==> src/rtl/irqagg_pkg.sv <==
package irqagg_pkg;

    localparam int unsigned SRC_N  = 12;
    localparam int unsigned BYTE_W = 8;
    localparam int unsigned HI_W   = SRC_N - BYTE_W;

    typedef logic [SRC_N-1:0]  src_vec_t;
    typedef logic [BYTE_W-1:0] byte_t;

    typedef enum logic [7:0] {
        RA_MASK_LO  = 8'h00,
        RA_MASK_HI  = 8'h01,
        RA_STAT_LO  = 8'h02,
        RA_STAT_HI  = 8'h03,
        RA_ACK_LO   = 8'h04,
        RA_ACK_HI   = 8'h05,
        RA_PWR_DOWN = 8'h06
    } reg_addr_e;

    typedef struct packed {
        logic mask_lo;
        logic mask_hi;
        logic ack_lo;
        logic ack_hi;
        logic pwr_down;
    } wr_sel_t;

    localparam src_vec_t MASK_RST = '1;

    // Place a register byte into the low or high part of a source word.
    function automatic src_vec_t place_half(input byte_t b, input logic hi);
        src_vec_t w;
        w = src_vec_t'(b);
        return hi ? (w << BYTE_W) : w;
    endfunction

    // Bits of the source word that belong to the low or high register.
    function automatic src_vec_t half_bits(input logic hi);
        src_vec_t lo_m;
        lo_m = src_vec_t'({BYTE_W{1'b1}});
        return hi ? ~lo_m : lo_m;
    endfunction

    // Read view of one half of a source word, zero-extended to a byte.
    function automatic byte_t view_half(input src_vec_t w, input logic hi);
        byte_t b;
        b = hi ? byte_t'(w[SRC_N-1:BYTE_W]) : w[BYTE_W-1:0];
        return b;
    endfunction

endpackage

==> src/rtl/irqagg_edge_det.sv <==
module irqagg_edge_det (
    input  logic clk,
    input  logic rst,
    input  logic lvl_i,
    output logic rise_o
);
    logic lvl_q;

    always_ff @(posedge clk) begin
        if (rst) lvl_q <= 1'b0;
        else     lvl_q <= lvl_i;
    end

    assign rise_o = lvl_i & ~lvl_q;
endmodule

==> src/rtl/irqagg_mask_reg.sv <==
module irqagg_mask_reg
    import irqagg_pkg::*;
(
    input  logic     clk,
    input  logic     rst,
    input  logic     soft_clr_i,
    input  logic     wr_lo_i,
    input  logic     wr_hi_i,
    input  byte_t    wdata_i,
    output src_vec_t mask_o
);
    src_vec_t mask_q;
    src_vec_t wr_bits;
    src_vec_t wr_val;

    always_comb begin
        wr_bits = '0;
        wr_val  = '0;
        if (wr_lo_i) begin
            wr_bits = half_bits(1'b0);
            wr_val  = place_half(wdata_i, 1'b0);
        end else if (wr_hi_i) begin
            wr_bits = half_bits(1'b1);
            wr_val  = place_half(wdata_i, 1'b1);
        end
    end

    always_ff @(posedge clk) begin
        if (rst || soft_clr_i) mask_q <= MASK_RST;
        else                   mask_q <= (mask_q & ~wr_bits) | (wr_val & wr_bits);
    end

    assign mask_o = mask_q;

    // an unwritten mask keeps its value
    assert_mask_hold_R3: assert property (@(posedge clk) disable iff (rst)
        (!wr_lo_i && !wr_hi_i && !soft_clr_i) |=> $stable(mask_q));

    // a power-down write restores the all-masked state
    assert_mask_pwrdn_R9: assert property (@(posedge clk) disable iff (rst)
        soft_clr_i |=> (mask_q == MASK_RST));
endmodule

==> src/rtl/irqagg_status_bank.sv <==
module irqagg_status_bank
    import irqagg_pkg::*;
(
    input  logic     clk,
    input  logic     rst,
    input  logic     soft_clr_i,
    input  src_vec_t set_i,
    input  logic     ack_lo_i,
    input  logic     ack_hi_i,
    input  byte_t    wdata_i,
    output src_vec_t status_o
);
    src_vec_t clr_vec;
    src_vec_t stat_q;

    always_comb begin
        clr_vec = '0;
        if (ack_lo_i) clr_vec = place_half(wdata_i, 1'b0);
        if (ack_hi_i) clr_vec = place_half(wdata_i, 1'b1);
    end

    for (genvar i = 0; i < SRC_N; i++) begin : g_bit
        always_ff @(posedge clk) begin
            if (rst || soft_clr_i) stat_q[i] <= 1'b0;
            else if (set_i[i])     stat_q[i] <= 1'b1;
            else if (clr_vec[i])   stat_q[i] <= 1'b0;
        end

        // an event always lands, even against an acknowledge
        assert_set_wins_R8: assert property (@(posedge clk) disable iff (rst)
            (set_i[i] && !soft_clr_i) |=> stat_q[i]);

        // an acknowledge with no competing event clears the bit
        assert_ack_clears_R5: assert property (@(posedge clk) disable iff (rst)
            (clr_vec[i] && !set_i[i]) |=> !stat_q[i]);
    end

    assign status_o = stat_q;

    // a power-down write empties the pending word
    assert_stat_pwrdn_R9: assert property (@(posedge clk) disable iff (rst)
        soft_clr_i |=> (stat_q == '0));
endmodule

==> src/rtl/intr_aggregator.sv <==
module intr_aggregator
    import irqagg_pkg::*;
#(
    parameter int unsigned MISC_N = 8
) (
    input  logic              clk,
    input  logic              rst,
    input  logic [MISC_N-1:0] evt_misc_i,
    input  logic              evt_tick_i,
    input  logic              evt_alarm_i,
    input  logic              evt_upd_err_i,
    input  logic              pwr_btn_i,
    input  logic [7:0]        addr_i,
    input  logic [7:0]        wdata_i,
    input  logic              wr_i,
    input  logic              rd_i,
    output logic [7:0]        rdata_o,
    output logic              irq_o
);
    localparam int unsigned BIT_TICK  = MISC_N;
    localparam int unsigned BIT_ALARM = MISC_N + 1;
    localparam int unsigned BIT_UPERR = MISC_N + 2;
    localparam int unsigned BIT_PWR   = MISC_N + 3;

    wr_sel_t  wsel;
    logic     soft_clr;
    logic     pwr_rise;
    src_vec_t set_vec;
    src_vec_t mask_w;
    src_vec_t stat_w;

    always_comb begin
        wsel = '0;
        if (wr_i) begin
            case (addr_i)
                RA_MASK_LO:  wsel.mask_lo  = 1'b1;
                RA_MASK_HI:  wsel.mask_hi  = 1'b1;
                RA_ACK_LO:   wsel.ack_lo   = 1'b1;
                RA_ACK_HI:   wsel.ack_hi   = 1'b1;
                RA_PWR_DOWN: wsel.pwr_down = 1'b1;
                default:     wsel = '0;
            endcase
        end
    end

    assign soft_clr = wsel.pwr_down & wdata_i[0];

    irqagg_edge_det u_pwr_edge (
        .clk    (clk),
        .rst    (rst),
        .lvl_i  (pwr_btn_i),
        .rise_o (pwr_rise)
    );

    always_comb begin
        set_vec                 = '0;
        set_vec[MISC_N-1:0]     = evt_misc_i;
        set_vec[BIT_TICK]       = evt_tick_i;
        set_vec[BIT_ALARM]      = evt_alarm_i;
        set_vec[BIT_UPERR]      = evt_upd_err_i;
        set_vec[BIT_PWR]        = pwr_rise;
    end

    irqagg_mask_reg u_mask (
        .clk        (clk),
        .rst        (rst),
        .soft_clr_i (soft_clr),
        .wr_lo_i    (wsel.mask_lo),
        .wr_hi_i    (wsel.mask_hi),
        .wdata_i    (wdata_i),
        .mask_o     (mask_w)
    );

    irqagg_status_bank u_stat (
        .clk        (clk),
        .rst        (rst),
        .soft_clr_i (soft_clr),
        .set_i      (set_vec),
        .ack_lo_i   (wsel.ack_lo),
        .ack_hi_i   (wsel.ack_hi),
        .wdata_i    (wdata_i),
        .status_o   (stat_w)
    );

    always_comb begin
        rdata_o = '0;
        if (rd_i) begin
            case (addr_i)
                RA_MASK_LO: rdata_o = view_half(mask_w, 1'b0);
                RA_MASK_HI: rdata_o = view_half(mask_w, 1'b1);
                RA_STAT_LO: rdata_o = view_half(stat_w, 1'b0);
                RA_STAT_HI: rdata_o = view_half(stat_w, 1'b1);
                default:    rdata_o = '0;
            endcase
        end
    end

    assign irq_o = |(stat_w & ~mask_w);

    // the button bit only rises after a high button level
    assert_pwr_edge_R7: assert property (@(posedge clk) disable iff (rst)
        $rose(stat_w[BIT_PWR]) |-> $past(pwr_btn_i));

    // acknowledge registers never return data
    assert_ack_read_zero_R5: assert property (@(posedge clk) disable iff (rst)
        (rd_i && (addr_i == RA_ACK_LO || addr_i == RA_ACK_HI)) |-> (rdata_o == 8'h00));

    // with every source masked no request is raised
    assert_masked_quiet_R2: assert property (@(posedge clk) disable iff (rst)
        (mask_w == '1) |-> !irq_o);
endmodule

==> config.mk <==
export PLATFORM = sky130hd
export DESIGN_NAME = intr_aggregator
export DESIGN_NICKNAME = d
export VERILOG_FILES = /design/src/rtl/irqagg_pkg.sv /design/src/rtl/irqagg_edge_det.sv /design/src/rtl/irqagg_mask_reg.sv /design/src/rtl/irqagg_status_bank.sv /design/src/rtl/intr_aggregator.sv
export SDC_FILE = /design/constraint.sdc
export NUM_CORES = 1
export LEC_CHECK = 0
export ABC_AREA = 1
export BUFFER_PORTS_ARGS = -buffer_cell sky130_fd_sc_hd__buf_2
export CAP_MARGIN = 20
export CORE_ASPECT_RATIO = 0.8
export CORE_MARGIN = 3
export CORE_UTILIZATION = 25
export DETAILED_ROUTE_END_ITERATION = 6
export PLACE_DENSITY = 0.47
export SETUP_SLACK_MARGIN = 0.05
export SLEW_MARGIN = 20
export SYNTH_ARGS = -nofsm -noshare
export SYNTH_HDL_FRONTEND = slang
export SYNTH_SLANG_ARGS = --single-unit
export TNS_END_PERCENT = 1
==> constraint.sdc <==
create_clock -name clk -period 3.2 [get_ports clk]
set_clock_uncertainty 0.15 [all_clocks]
set_input_delay 0.16 -clock clk [delete_from_list [all_inputs] [get_ports clk]]
set_output_delay 0.16 -clock clk [all_outputs]
set_load 0.02 [all_outputs]
# Word level (Yosys, flattened, before mapping)
# Cells that the tools add are included.
[op_classes]
eq_ne = 6
n_mux = 38
bitwise_logic = 9
n_reduce_logical = 15
[ops]
columns = ["op", "count"]
rows = [
  ["$mux W12", 5],
  ["$and A12 B12 Y12", 3],
  ["$pmux W8 S4", 1],
  ["$mux W1", 29],
  ["$eq A8 B3 Y1 const B", 3],
  ["$not A12 Y12", 2],
  ["$reduce_bool A2 Y1", 12],
  ["$eq A8 B2 Y1 const B", 2],
  ["$mux W8", 2],
  ["$or A12 B12 Y12", 1],
  ["$reduce_or A12 Y1", 1],
  ["$eq A8 B1 Y1 const B", 1],
  ["$logic_not A8 Y1", 1],
  ["$mux W5", 1],
  ["$and A1 B1 Y1", 2],
  ["$logic_or A1 B1 Y1", 1],
  ["$not A1 Y1", 1],
]
[word_totals]
reg_bits = 25
in_bits = 32

# Logic depth before layout (Yosys ltp)
[depth]
depth_word = 8
depth_mapped = 8

# Modules after synthesis
# Synthesis repeated with hierarchy kept, for this count alone.
[hier_totals]
cells_unflattened = 213
area_unflattened_um2 = 1448.9
[by_module_without_submodules]
columns = ["mod", "instances", "cells_each", "area_each_um2"]
rows = [
  ["intr_aggregator", 1, 95, 496.7],
  ["irqagg_status_bank", 1, 60, 481.7],
  ["irqagg_mask_reg", 1, 54, 439.2],
  ["irqagg_edge_det", 1, 4, 31.3],
]

# Least setup slack after synthesis
# OpenSTA, ideal clock, no wires.
[synth_path]
path_type = "in2out"
startpoint = "input addr_i[2]"
endpoint = "output rdata_o[4]"
t_arrival_ns = 1.120
required_time_ns = 2.890
path_slack_ns = 1.770
path_stages = 5
path_buffers = 0
path_cell_list = "inv_1 -> nand2_1 -> nor2_1 -> nand2_1 -> a21oi_1"
[synth_between]
elab_chain_cells = 3
word_cells_on_any_way = 6
cone_classes = "eq/ne (3); mux (2); reduce/logical (1)"
[synth_rtl]
columns = ["item", "line_no", "rtl"]
rows = [
  ["start: declaration", "intr_aggregator.sv:13", "input logic [7:0] addr_i,"],
  ["$eq A8 B2 Y1 (tied with other cells)", "intr_aggregator.sv:88", "case (addr_i)"],
  ["$pmux W8 S4 *", "intr_aggregator.sv:88", ""],
  ["$mux W8 *", "intr_aggregator.sv:87", "if (rd_i) begin"],
  ["end: declaration", "intr_aggregator.sv:17", "output logic [7:0] rdata_o,"],
]
# Mark *: on every way between the ends. The rest lies on a longest branch, timed or not.

# Worst setup path in the final report
# Same ends and word-level chain as after synthesis.

==> flow_summary.json <==
{
  "synthMuxAreaShare_pct": 0,
  "cts_resized": 0,
  "synth_warnings": 0,
  "finalWirelength_mm": 4.11,
  "rsz0062_at_grt": "no",
  "cap_viol_max_count": 0,
  "yosysTopAreaCellShare_pct": 34.8,
  "slew-limit-headroom_pct": 67.0,
  "hp-class": "input port to flip-flop",
  "hold_ws_ps": -2.43,
  "finalSetupTns_ps": 0,
  "synth_nets": 248,
  "max_stage_delay_ps": 240,
  "grt_pass1_vias": 1428,
  "synth.avg_cell_area_um2": 6.65,
  "drc": 0,
  "firstDrtPassIters": 4,
  "fin_total_pwr_mw": 0.609,
  "failed_checks": "negative hold slack",
  "rows": 24,
  "dp.cells": 330,
  "diodes": 0,
  "ir_worst_vdd_mv": 0.129,
  "htree_levels": 1,
  "syn-instance-count": 216,
  "synth_top_family_by_area": "simple AND/OR/NAND/NOR gates",
  "cts_buffer_depth": 2,
  "grt_pass1_wl_mm": 7.00,
  "port_buffers": 40,
  "ant_nets": 0,
  "clockRootBuffer": "clkbuf_8",
  "post-route-util_pct": 34.8,
  "period_minus_slack_ps": 1690,
  "syn_to_final_growth_pct": 33.0,
  "drv_slew": 0,
  "clkSinkCount": 25,
  "coreArea_um2": 5500,
  "synthArstFlopShare_pct": 0,
  "fin_cells": 350,
  "syn_area_um2": 1440,
  "synth-seq-cells": 25,
  "drive_above_1_share_pct": 24.6,
  "vias": 1500,
  "worst-path-buf-inv": 3,
  "start_kind": "input port",
  "grt_overflow": 0,
  "cp.arrival_ps": 1380,
  "cpMaxStageDelayCell": "nor2_1",
  "die-area_um2": 6700,
  "crit_chain": "buf_2 -> inv_1 -> nand2_1 -> nor2_1 -> nand2_1 -> a21oi_1 -> buf_2",
  "cellPowerDensity_nw_per_um2": 319,
  "synth_simple_gate_area_share_pct": 43.8,
  "grt_max_degree": 14,
  "gp_congestion": 0.798,
  "insertion_delay_ps": 260,
  "nNetsFinal": 305,
  "tightest_slew_ps": 494,
  "p_leak_nw": 0.948,
  "cts.clk_slew.worst_paths_ps": 80,
  "synth-main-ff-cell": "dfxtp_1",
  "grt.total_usage_pct": 13.0,
  "crit_fanout": 8,
  "io_pins": 41,
  "cts_hold_buf": 16,
  "vias_per_cell": 4.29,
  "r2r_slack_ps": 2280,
  "wire_per_inst_um": 11.7,
  "yosysTopAreaCell": "dfxtp_1",
  "finalSetupViolCount": 0,
  "die-height_um": 73.8,
  "synth_compound_area_share_pct": 9.58,
  "synthTopCellsByCount": "nand2_1 (58), nand3_1 (33), inv_1 (31)",
  "cp_top_family": "simple AND/OR/NAND/NOR gates",
  "synth_cell_types": 22,
  "outcome": "finished with violations",
  "synthTopCellsByArea": "dfxtp_1 (35%), nand2_1 (15%), nand3_1 (11%)",
  "yosysMostFrequentCell": "nand2_1",
  "hold_viol": 1,
  "ys_seq_area_share_pct": 34.8,
  "critical_path_required_ps": 2890,
  "fmaxAchievable_mhz": 592,
  "endpoint_kind": "primary output",
  "nFillCells": 620,
  "start_util_pct": 26.1,
  "synth_fa_ha_area_share_pct": 0,
  "cts_tree": "done",
  "drtIter0Drc": 96,
  "synth-edff-count": 0,
  "dp.final_hpwl_mm": 3.25,
  "fin_crit_sh_pct": 52.8,
  "path_class": "input port to primary output",
  "antenna_found_initial": 0,
  "yosys.area_share.xor_xnor_pct": 0,
  "die_w_um": 90.7,
  "postCtsSetupBuffers": 0,
  "cts_made_buffers": 3
}
per-stage QoR:
step	setup slack, ps	instance area, um2	hold slack [ps]
CTS	1480	1910	0.503
floorplan	1770	1440	82.1
global placement	1390	1710	184
finish	1510	1910	-2.43
global route	1340	1910	21.8
detailed placement	1330	1710	191
worst register-to-register path: stages, from the launching register on:
cell,delay [ps]
dfxtp_1,300
or2_2,280
a21oi_1,130
power breakdown:
group / internal [mW] / total [mW] / switching (mW)
sequential: 0.323 / 0.336 / 0.0128
clock: 0.0889 / 0.186 / 0.0967
combinational: 0.0408 / 0.0879 / 0.0471
layout make-up:
cell class	instances	area, um2	area share (%)
timing repair buffer	56	360	18.9
inverter	36	140	7.33
sequential	25	500	26.2
clock buffer	4	45.0	2.36
multi-input combinational	151	767	40.1
tap	78	97.6	5.11
per-layer routing:
layer | global-route usage, % | share of wire, % | wire length [um] | vias to the layer above
met3 | 1.64 | 8.0 | 327 | 4
met1 | 20.0 | 52 | 2150 | 651
met5 | 0 | 0 | 0 | -
li1 | - | - | - | 798
met2 | 18.8 | 39 | 1590 | 47
met4 | 3.57 | 1.2 | 49 | 0
worst paths after layout:
| check | to | from | cells after the start |
|---|---|---|---|
| max | rdata_o[4] | addr_i[2] | 7 |
| min | u_stat.status_o[1] | evt_misc_i[1] | 3 |
| max reg2reg | u_stat.status_o[11] | u_pwr_edge.lvl_q | 2 |
| min reg2reg | u_stat.status_o[11] | u_pwr_edge.lvl_q | 2 |
cells in the final DEF (no fill, tap or decap):
| cell type | synthesis | layout |
|---|---|---|
| nor2_4 | 2 | 2 |
| clkbuf_8 | 0 | 3 |
| or2_2 | 1 | 1 |
| a21oi_1 | 16 | 16 |
| dfxtp_1 | 25 | 25 |
| o21ai_1 | 4 | 4 |
| buf_2 | 2 | 40 |
| inv_2 | 4 | 4 |
| clkbuf_1 | 0 | 1 |
| clkinv_4 | 1 | 1 |
| nor2_2 | 4 | 4 |
| o22ai_1 | 6 | 6 |
| nand3_4 | 1 | 1 |
| nand3_2 | 6 | 6 |
| nor2_1 | 15 | 15 |
| nand3_1 | 33 | 33 |
| nand2_2 | 1 | 1 |
| nor3_2 | 1 | 1 |
| nand2_4 | 2 | 2 |
| nor2_8 | 1 | 1 |
| dlygate4sd3_1 | 0 | 16 |
| nand2_1 | 58 | 58 |
| inv_1 | 31 | 31 |
cell families after synthesis:
logic type / Yosys count
AOI/OAI and AO/OA: 26
DFF: 25
buffers and inverters: 40
and+or+nand+nor: 125
(Power assumes the default switching activity.)
